[config.mk]
export PLATFORM = sky130hd
export DESIGN_NAME = scl_timebase
export DESIGN_NICKNAME = d
export VERILOG_FILES = /design/src/rtl/scl_timebase_pkg.sv /design/src/rtl/scl_prescale.sv /design/src/rtl/scl_phase_seq.sv /design/src/rtl/scl_timebase.sv
export SDC_FILE = /design/constraint.sdc
export NUM_CORES = 1
export LEC_CHECK = 0
export ABC_AREA = 1
export BUFFER_PORTS_ARGS = -buffer_cell sky130_fd_sc_hd__buf_2
export CORE_ASPECT_RATIO = 0.8
export CORE_UTILIZATION = 31
export CTS_BUF_LIST = sky130_fd_sc_hd__clkbuf_16
export CTS_CLUSTER_SIZE = 8
export DETAILED_ROUTE_END_ITERATION = 10
export PLACE_DENSITY = 0.55
export SLEW_MARGIN = 10
export SYNTH_ARGS = -nofsm -noshare
export SYNTH_HDL_FRONTEND = slang
export SYNTH_SLANG_ARGS = --single-unit
[constraint.sdc]
create_clock -name clk -period 2.2 [get_ports clk]
set_input_delay 0.22 -clock clk [delete_from_list [all_inputs] [get_ports clk]]
set_output_delay 0.22 -clock clk [all_outputs]
set_load 0.02 [all_outputs]
[src/rtl/scl_timebase_pkg.sv]
package scl_timebase_pkg;

    typedef enum logic [1:0] {
        ST_IDLE  = 2'd0,
        ST_ARM   = 2'd1,
        ST_RUN   = 2'd2,
        ST_DRAIN = 2'd3
    } div_state_e;

    typedef enum logic [1:0] {
        PH_RISE    = 2'd0,
        PH_HIGHMID = 2'd1,
        PH_FALL    = 2'd2,
        PH_LOWMID  = 2'd3
    } qphase_e;

endpackage

[src/rtl/scl_prescale.sv]
module scl_prescale #(
    parameter int W = 2
) (
    input  logic         clk,
    input  logic         rst_n,
    input  logic         clr_i,
    input  logic         step_i,
    input  logic [W-1:0] limit_i,
    output logic         wrap_o
);

    logic [W-1:0] cnt_q;

    // a wrap consumes the step that reaches the limit
    assign wrap_o = step_i && (cnt_q == limit_i);

    always_ff @(posedge clk or negedge rst_n) begin
        if (!rst_n) begin
            cnt_q <= '0;
        end else if (clr_i || wrap_o) begin
            cnt_q <= '0;
        end else if (step_i) begin
            cnt_q <= cnt_q + W'(1);
        end
    end

endmodule

[src/rtl/scl_phase_seq.sv]
module scl_phase_seq
    import scl_timebase_pkg::*;
#(
    parameter int HALF = 11,
    parameter int MID  = 5,
    localparam int FULL = 2 * HALF,
    localparam int CW   = $clog2(FULL)
) (
    input  logic          clk,
    input  logic          rst_n,
    input  logic          clr_i,
    input  logic          start_i,
    input  logic          step_i,
    output logic          level_o,
    output logic          last_o,
    output logic          tick_o,
    output logic [1:0]    phase_o,
    output logic [CW-1:0] cnt_o
);

    localparam logic [CW-1:0] LAST_C   = CW'(FULL - 1);
    localparam logic [CW-1:0] HALF_C   = CW'(HALF);
    localparam logic [CW-1:0] MIDH_C   = CW'(MID);
    localparam logic [CW-1:0] MIDL_C   = CW'(HALF + MID);

    logic [CW-1:0] cnt_q;
    logic [CW-1:0] cnt_nx;
    logic          tick_q;
    qphase_e       phase_q;

    assign last_o  = (cnt_q == LAST_C);
    assign cnt_nx  = last_o ? '0 : cnt_q + CW'(1);
    assign level_o = (cnt_q < HALF_C);
    assign tick_o  = tick_q;
    assign phase_o = phase_q;
    assign cnt_o   = cnt_q;

    always_ff @(posedge clk or negedge rst_n) begin
        if (!rst_n) begin
            cnt_q   <= '0;
            tick_q  <= 1'b0;
            phase_q <= PH_RISE;
        end else if (clr_i) begin
            cnt_q   <= '0;
            tick_q  <= start_i;
            phase_q <= PH_RISE;
        end else begin
            tick_q <= 1'b0;
            if (step_i) begin
                cnt_q <= cnt_nx;
                if (cnt_nx == '0) begin
                    tick_q  <= 1'b1;
                    phase_q <= PH_RISE;
                end else if (cnt_nx == MIDH_C) begin
                    tick_q  <= 1'b1;
                    phase_q <= PH_HIGHMID;
                end else if (cnt_nx == HALF_C) begin
                    tick_q  <= 1'b1;
                    phase_q <= PH_FALL;
                end else if (cnt_nx == MIDL_C) begin
                    tick_q  <= 1'b1;
                    phase_q <= PH_LOWMID;
                end
            end
        end
    end

endmodule

[src/rtl/scl_timebase.sv]
module scl_timebase
    import scl_timebase_pkg::*;
#(
    parameter int A_W  = 2,
    parameter int B_W  = 6,
    parameter int HALF = 11,
    parameter int MID  = 5,
    localparam int CW  = $clog2(2 * HALF)
) (
    input  logic           clk,
    input  logic           rst_n,
    input  logic           run_i,
    input  logic [A_W-1:0] div_a_i,
    input  logic [B_W-1:0] div_b_i,
    output logic           scl_o,
    output logic           tick_o,
    output logic [1:0]     phase_o
);

    div_state_e     state_q;
    div_state_e     state_nx;
    logic [A_W-1:0] a_lat;
    logic [B_W-1:0] b_lat;
    logic           running;
    logic           clr;
    logic           start;
    logic           wrap_a;
    logic           wrap_b;
    logic           level;
    logic           last;
    logic [CW-1:0]  fcnt;

    // state register
    always_ff @(posedge clk or negedge rst_n) begin
        if (!rst_n) begin
            state_q <= ST_IDLE;
        end else begin
            state_q <= state_nx;
        end
    end

    // transitions: START, GO, STOP, DONE
    always_comb begin
        state_nx = state_q;
        unique case (state_q)
            ST_IDLE:  if (run_i) state_nx = ST_ARM;
            ST_ARM:   state_nx = ST_RUN;
            ST_RUN:   if (!run_i) state_nx = ST_DRAIN;
            ST_DRAIN: if (wrap_b && last) state_nx = ST_IDLE;
            default:  state_nx = ST_IDLE;
        endcase
    end

    // outputs and stage controls
    always_comb begin
        running = 1'b0;
        start   = 1'b0;
        unique case (state_q)
            ST_IDLE:  begin running = 1'b0; start = 1'b0; end
            ST_ARM:   begin running = 1'b0; start = 1'b1; end
            ST_RUN:   begin running = 1'b1; start = 1'b0; end
            ST_DRAIN: begin running = 1'b1; start = 1'b0; end
            default:  begin running = 1'b0; start = 1'b0; end
        endcase
        clr   = !running;
        scl_o = running ? level : 1'b1;
    end

    // divisor holding registers follow the inputs only while idle
    always_ff @(posedge clk or negedge rst_n) begin
        if (!rst_n) begin
            a_lat <= '0;
            b_lat <= '0;
        end else if (state_q == ST_IDLE) begin
            a_lat <= div_a_i;
            b_lat <= div_b_i;
        end
    end

    scl_prescale #(.W(A_W)) u_stage_a (
        .clk     (clk),
        .rst_n   (rst_n),
        .clr_i   (clr),
        .step_i  (running),
        .limit_i (a_lat),
        .wrap_o  (wrap_a)
    );

    scl_prescale #(.W(B_W)) u_stage_b (
        .clk     (clk),
        .rst_n   (rst_n),
        .clr_i   (clr),
        .step_i  (wrap_a),
        .limit_i (b_lat),
        .wrap_o  (wrap_b)
    );

    scl_phase_seq #(.HALF(HALF), .MID(MID)) u_phase (
        .clk     (clk),
        .rst_n   (rst_n),
        .clr_i   (clr),
        .start_i (start),
        .step_i  (wrap_b),
        .level_o (level),
        .last_o  (last),
        .tick_o  (tick_o),
        .phase_o (phase_o),
        .cnt_o   (fcnt)
    );

endmodule

==> results by group, run 1 <==
Pwr
  • Seq pwr share: 0.361
  • VDD IR max: approximately 830 uV
  • Clock power share: 0.207
  • Total internal power: ~1.2 mW
  • Pwr dens: approximately 1100 mW/mm^2
  • Switch Pwr: between 0.7 and 0.8 mW
  • Leakage Power: 0.9356 nW
  • Logic gate share of total power: 0.432
  • Switching share of power: 0.4057

Detailed routing
  • Vias/cell: ~4.5
  • Vias: 1211
  • ANT nets after route: 0
  • # DRC: 0
  • Routed WL: 3050 um
  • WL/cell: ~11 um
  • DR iter-0 viols: 48
  • TritonRoute pass-1 iters: 4

Critical path
  • Worst EP required: around 2.4 ns
  • Arrival @ worst endpoint: roughly 1.9 ns
  • Critical Path Start Type: flop
  • Worst Path Max Fanout: 8
  • Crit end category: flop
  • Critical path class: flop to flop
  • Setup slack, reg-to-reg: 0.43 ns

Yosys
  • Mapped Cells: roughly 190
  • Post-synth top area cell: dfrtp_1
  • Top cell type's share of synthesized area: 0.4190
  • Seq/Total Area, Yosys: 0.4190
  • Post-Syn Nets: between 200 and 250
  • Yosys warnings: 0
  • Synth async-reset ratio: 1.000
  • Netlist cell types: 26
  • Top FF cell, synth: dfrtp_1
  • Post-synth EDFFs: 0
  • Yosys reg bits: 26
  • Synth area leaders: dfrtp_1 42%, nand2_1 12%, ha_1 5.6%
  • Syn_area_per_cell: 8.045 sq um
  • Cell area after synthesis: about 0.0016 sq mm

GRT
  • Largest net degree at the start of global routing: 27
  • Vias in the first global route: 1104
  • Global route total overflow: 0
  • Gr usage total: 0.1339
  • Antenna violations before repair: 0
  • First-pass GRT wire length: 5306 um

Outcome
  • Status: complete, no violations

Timing
  • Final worst path period share: 0.8038
  • Relative slew slack: 0.6059
  • Max-slew violations: 0
  • Fin. Hold Viols: 0
  • Final TNS setup: 0 ns
  • Worst-Margin Slew: ~0.59 ns
  • Count of final setup violators: 0
  • Tmin final: 1.768 ns
  • Peak Freq: between 0.5 and 0.6 GHz
  • Worst Skew: between 0.004 and 0.005 ns
  • Setup WS post-layout: ~0.43 ns
  • RSZ-0062 raised after global routing: false

Cells and area
  • Commonest non-fill, non-tap cells in the layout: 51 x nand2_1, 26 x dfrtp_1, 22 x inv_1, 16 x nand3_1, 14 x buf_2
  • Final nets: between 200 and 250
  • Register area: 650.6 sq um
  • Area grow syn2layout: 14.59%
  • Antenna Cells: 0
  • Layout cells sized above 1: 0.2048
  • Multi-input logic area: 789.5 sq um
  • Most common cell after layout, fill and taps aside: nand2_1
  • Final non-filler cell total: 270
  • Fillers: about 500

Clocking
  • Num CTS Buffers: 3
  • Post-CTS sizing: 0
  • Worst-path clk slew: ~0.060 ns
  • Clk sink count: 26
  • Setup Buffers After CTS: 0
  • Clock buffer depth: 2
  • Worst-skew pair later-pin latency: roughly 0.26 ns
  • Htree depth: 1
  • TritonCTS clock tree: done
  • CTS root buffer: clkbuf_16
  • Post-CTS Hold Buffers: 1

Die
  • Die span in x: slightly above 80 um
  • Die height: 65.30 um
  • Core Rows: 22
  • IO Pins: 15
  • Core ar.: 0.004707 sq mm
  • Initial Util: 0.3299
  • Die area: about 0.0053 sq mm

Place
  • Dpl hpwl: roughly 2300 um
  • GPL Wtd Cong: between 0.8 and 0.9
  • PortBufs: 14
  • Placed Cells: ~270
  • Place WS: about 0.43 ns

Min path
  • Hold crit path type: primary input to flop

Flow run
  • Total of max-cap violations: 0
## worst max-delay path: stages (launching register included)
cell and delay, ns:
dfrtp_1 0.41, inv_1 0.11, ha_1 0.21, inv_2 0.08, nand2_8 0.10, nand2_2 0.05, nor2_1 0.09, nand2_1 0.09
nor2_4 0.12, nand2_4 0.10, nand2_4 0.13, inv_2 0.07, nand3_1 0.06, nand2_1 0.05
## power groups by stage
stage / clock (mW) / sequential [mW] / combinational, mW
after floorplan: 0 / 0.700 / 0.668
after global placement: 0 / 0.706 / 0.840
after detailed placement: 0 / 0.708 / 0.850
after CTS: 0.411 / 0.700 / 0.853
after global routing: 0.428 / 0.716 / 0.958
final: 0.401 / 0.700 / 0.839
## registers in the layout, summed over array words and instances, names as in the netlist
register	count
a_lat	2
b_lat	6
state_q	2
u_phase.cnt_o	5
u_phase.phase_o	2
u_phase.tick_o	1
u_stage_a.cnt_q	2
u_stage_b.cnt_q	6
## metal layers
layer	GRT usage	vias up	part of all wire
met4	0.04688	0	0.014
li1	-	656	-
met5	0	-	0
met3	0.02500	5	0.029
met2	0.1859	15	0.39
met1	0.2033	535	0.57
## logic make-up after synthesis
logic type / Yosys count / synth area share
adder cells (fa/ha/maj): 7 / 0.05640
multiplexers: 3 / 0.02095
AO/OA/AOI/OAI: 22 / 0.07736
flip-flops: 26 / 0.4190
AND/OR/NAND/NOR: 102 / 0.3368
XOR/XNOR: 3 / 0.01692
buffers and inverters: 30 / 0.07252
## metrics by stage
stage	util	power, mW	hold slack, ns	cell area (sq um)
2_1_floorplan	-	1.368	-0.07559	1553
3_3_place_gp	0.3599	1.546	0.2590	1694
3_5_place_dp	0.3599	1.558	0.2646	1694
4_1_cts	0.3780	1.964	0.1629	1779
5_1_grt	0.3780	2.102	0.1768	1779
6_report	0.3780	1.941	0.1630	1779
## cells in the mapped netlist (4+ instances only)
| cell type | n |
|---|---|
| nand3_2 | 5 |
| a21oi_1 | 4 |
| o22ai_1 | 5 |
| o21ai_0 | 12 |
| nor2_1 | 13 |
| nand3_1 | 16 |
| nand4_1 | 4 |
| ha_1 | 7 |
| dfrtp_1 | 26 |
| inv_1 | 22 |
| nand2_4 | 4 |
| inv_2 | 7 |
| nand2_1 | 51 |
## area by class of cell
| class | instances | area share |
|---|---|---|
| timing repair buffer | 15 | 0.04501 |
| multi-input combinational | 137 | 0.4437 |
| clock buffer | 3 | 0.04219 |
| inverter | 29 | 0.06118 |
| tap | 60 | 0.04219 |
| sequential | 26 | 0.3657 |
## worst paths after layout
| check | startpoint | end | depth (start not counted) |
|---|---|---|---|
| min reg2reg | u_phase.phase_o[1] | u_phase.phase_o[1] | 2 |
| max in group asynchronous | rst_n | u_phase.cnt_o[0] | 2 |
| max reg2reg | state_q[0] | u_stage_b.cnt_q[1] | 13 |
| min in group asynchronous | rst_n | a_lat[0] | 2 |
| min | div_a_i[1] | a_lat[1] | 3 |
| max | state_q[0] | u_stage_b.cnt_q[1] | 13 |
(Power assumes the default switching activity.)
==> run 2, diff against run 1 <==
==> constraint.sdc (replaced) <==
create_clock -name clk -period 1.65 [get_ports clk]
set_input_delay 0.165 -clock clk [delete_from_list [all_inputs] [get_ports clk]]
set_output_delay 0.165 -clock clk [all_outputs]
set_load 0.02 [all_outputs]
==> results by group, run 2 (synthesis gave the netlist of run 1 again) <==
GRT
  • First-pass GRT wire length: 5499 um (was 5306 um)
  • Global route total overflow: 0 (unchanged)
  • Antenna violations before repair: 0 (unchanged)
  • Largest net degree at the start of global routing: 27 (unchanged)
  • Gr usage total: 0.1385 (was 0.1339)
  • Vias in the first global route: 1160 (was 1104)

Place
  • Placed Cells: 275 (was 266)
  • Dpl hpwl: 2373 um (was 2333 um)
  • GPL Wtd Cong: 0.7714 (was 0.8046)
  • PortBufs: 14 (unchanged)
  • DP Area: 0.001762 sq mm (was 0.001694 sq mm)

Cells and area
  • Post-layout util: 0.4452 (was 0.3780)
  • Final nets: 246 (was 230)
  • Area grow syn2layout: 34.97% (was 14.59%)
  • Layout cells sized above 1: 0.3833 (was 0.2048)
  • Post-route cell area: 0.002096 sq mm (was 0.001779 sq mm)
  • Antenna Cells: 0 (unchanged)
  • Final non-filler cell total: 287 (was 270)
  • Most common cell after layout, fill and taps aside: nand2_1 (unchanged)
  • Commonest non-fill, non-tap cells in the layout: 44 x nand2_1, 25 x dfrtp_1, 19 x inv_1, 14 x buf_2, 13 x buf_4 (was 51 x nand2_1, 26 x dfrtp_1, 22 x inv_1, 16 x nand3_1, 14 x buf_2)

Detailed routing
  • Vias/cell: 4.547 (was 4.485)
  • Vias: 1305 (was 1211)
  • DR iter-0 viols: 94 (was 48)
  • # DRC: 0 (unchanged)
  • TritonRoute pass-1 iters: 4 (unchanged)
  • ANT nets after route: 0 (unchanged)
  • WL/cell: 12.06 um (was 11.30 um)
  • Routed WL: 3462 um (was 3050 um)

Die
  • IO Pins: 15 (unchanged)
  • Die height: 65.30 um (unchanged)
  • Die span in x: 81.13 um (unchanged)
  • Core Rows: 22 (unchanged)
  • Initial Util: 0.3299 (unchanged)
  • Core ar.: 0.004707 sq mm (unchanged)
  • Die area: 0.005297 sq mm (unchanged)

Pwr
  • Logic gate share of total power: 0.502 (was 0.432)
  • Seq pwr share: 0.316 (was 0.361)
  • Total internal power: 1.765 mW (was 1.154 mW)
  • Clock power share: 0.182 (was 0.207)
  • Pwr dens: 1419 mW/mm^2 (was 1091 mW/mm^2)
  • Leakage Power: 1.022 nW (was 0.9356 nW)
  • Switching share of power: 0.4064 (was 0.4057)
  • VDD IR max: 879.7 uV (was 832.9 uV)
  • Switch Pwr: 1.208 mW (was 0.7875 mW)

Timing
  • Tmin final: 1.626 ns
  • Max-slew violations: 0 (unchanged)
  • Peak Freq: 0.6149 GHz
  • Worst Skew: 0.005220 ns (was 0.004895 ns)
  • Hold_ws: 0.1099 ns (was 0.1630 ns)
  • Final TNS setup: 0 ns (unchanged)
  • RSZ-0062 raised after global routing: true (was false)
  • Worst-Margin Slew: 0.6009 ns (was 0.5912 ns)
  • Final worst path period share: 0.9856
  • Relative slew slack: 0.5994 (was 0.6059)
  • Count of final setup violators: 0 (unchanged)
  • Fin. Hold Viols: 0 (unchanged)

Critical path
  • Crit path launch: state_q[1] (was state_q[0])
  • Setup slack, reg-to-reg: 0.04 ns (was 0.43 ns)
  • Reg-to-reg startpoint: state_q[1] (was state_q[0])
  • Critical path class: flop to output pin (was flop to flop)
  • Largest stage delay, worst path: 0.43 ns (was 0.41 ns)
  • CP top delay family: flip-flops (was simple AND/OR/NAND/NOR gates)
  • Buf+Inv Stages, Crit Path: 3 (unchanged)
  • Slowest stage cell on the critical path: dfrtp_1 (unchanged)
  • Crit path cell chain: ha_2 -> inv_4 -> nand2_8 -> buf_6 -> o21ai_0 -> buf_2 (was inv_1 -> ha_1 -> inv_2 -> nand2_8 -> nand2_2 -> nor2_1 -> nand2_1 -> nor2_4 -> nand2_4 -> nand2_4 -> inv_2 -> nand3_1 -> nand2_1)
  • Worst EP required: 1.48 ns (was 2.35 ns)
  • Worst Path Max Fanout: 6 (was 8)
  • Crit end category: output pin (was flop)
  • Arrival @ worst endpoint: 1.46 ns (was 1.92 ns)
  • Critical Path Start Type: flop (unchanged)

Clocking
  • CTS root buffer: clkbuf_16 (unchanged)
  • Worst-skew pair later-pin latency: 0.26 ns (about the same)
  • Clk sink count: 26 (unchanged)
  • TritonCTS clock tree: done (unchanged)
  • Clock buffer depth: 2 (unchanged)
  • Worst-path clk slew: 0.07 ns (was 0.06 ns)
  • Htree depth: 1 (unchanged)
  • Num CTS Buffers: 3 (unchanged)

Min path
  • Worst min-delay path startpoint: div_a_i[0] (was div_a_i[1])
  • Hold crit path type: primary input to flop (unchanged)

Outcome
  • Status: complete, no violations (unchanged)

Flow run
  • Total of max-cap violations: 0 (unchanged)
[run 2: area by class of cell]
cell class / count / area (sq um)
Clock buffer: 3 / 75.07
Clock inverter: 1 / 3.754
Fill cell: 462 / 2611
Inverter: 29 / 116.4
Multi-Input combinational cell: 137 / 962.2
Sequential cell: 26 / 651.9
Tap cell: 60 / 75.07
Timing Repair Buffer: 31 / 211.5
[run 2: metrics by stage]
step	power, mW	setup slack (ns)
detailed placement	2.211	0.008986
global placement	2.191	0.05080
global route	3.243	-0.09424
finish	2.973	0.02377
floorplan	1.824	0.05802
CTS	2.784	0.0003298
[run 2: final timing paths]
path,end,depth (start not counted)
min reg2reg,u_stage_a.cnt_q[0],1
max in group asynchronous,u_phase.cnt_o[0],2
min,a_lat[0],3
max reg2reg,u_phase.cnt_o[3],10
min in group asynchronous,a_lat[1],2
max,scl_o,6
[run 2: repair_timing]
action | 4_1_cts | 5_1_grt
pin swaps | 0 | 15
endpoints found under the setup margin | 2 | 17
setup buffers | 1 | 6
resized for setup | 1 | 48
hold buffers | 1 | 0
endpoints found under the hold margin | 26 | 0
[run 2: routing by layer]
| layer | global-route usage | share of wire | vias to the layer above |
|---|---|---|---|
| li1 | - | - | 686 |
| met4 | 0.02679 | 0.0046 | 0 |
| met2 | 0.1870 | 0.44 | 11 |
| met5 | 0 | 0 | - |
| met3 | 0.03333 | 0.019 | 2 |
| met1 | 0.2184 | 0.53 | 606 |
[run 2: tightest hold or removal path, delay by kind of cell]
kind,cells,cell delay [ns]
AO/OA/AOI/OAI,1,0.06
buffers and inverters,1,0.08
AND/OR/NAND/NOR,1,0.04
[run 2: power by group through the flow]
stage / sequential, mW / combinational (mW) / clock, mW
final: 0.941 / 1.49 / 0.541
after global routing: 0.965 / 1.69 / 0.584
after CTS: 0.931 / 1.30 / 0.556
after detailed placement: 0.943 / 1.27 / 0
after global placement: 0.943 / 1.25 / 0
after floorplan: 0.933 / 0.891 / 0
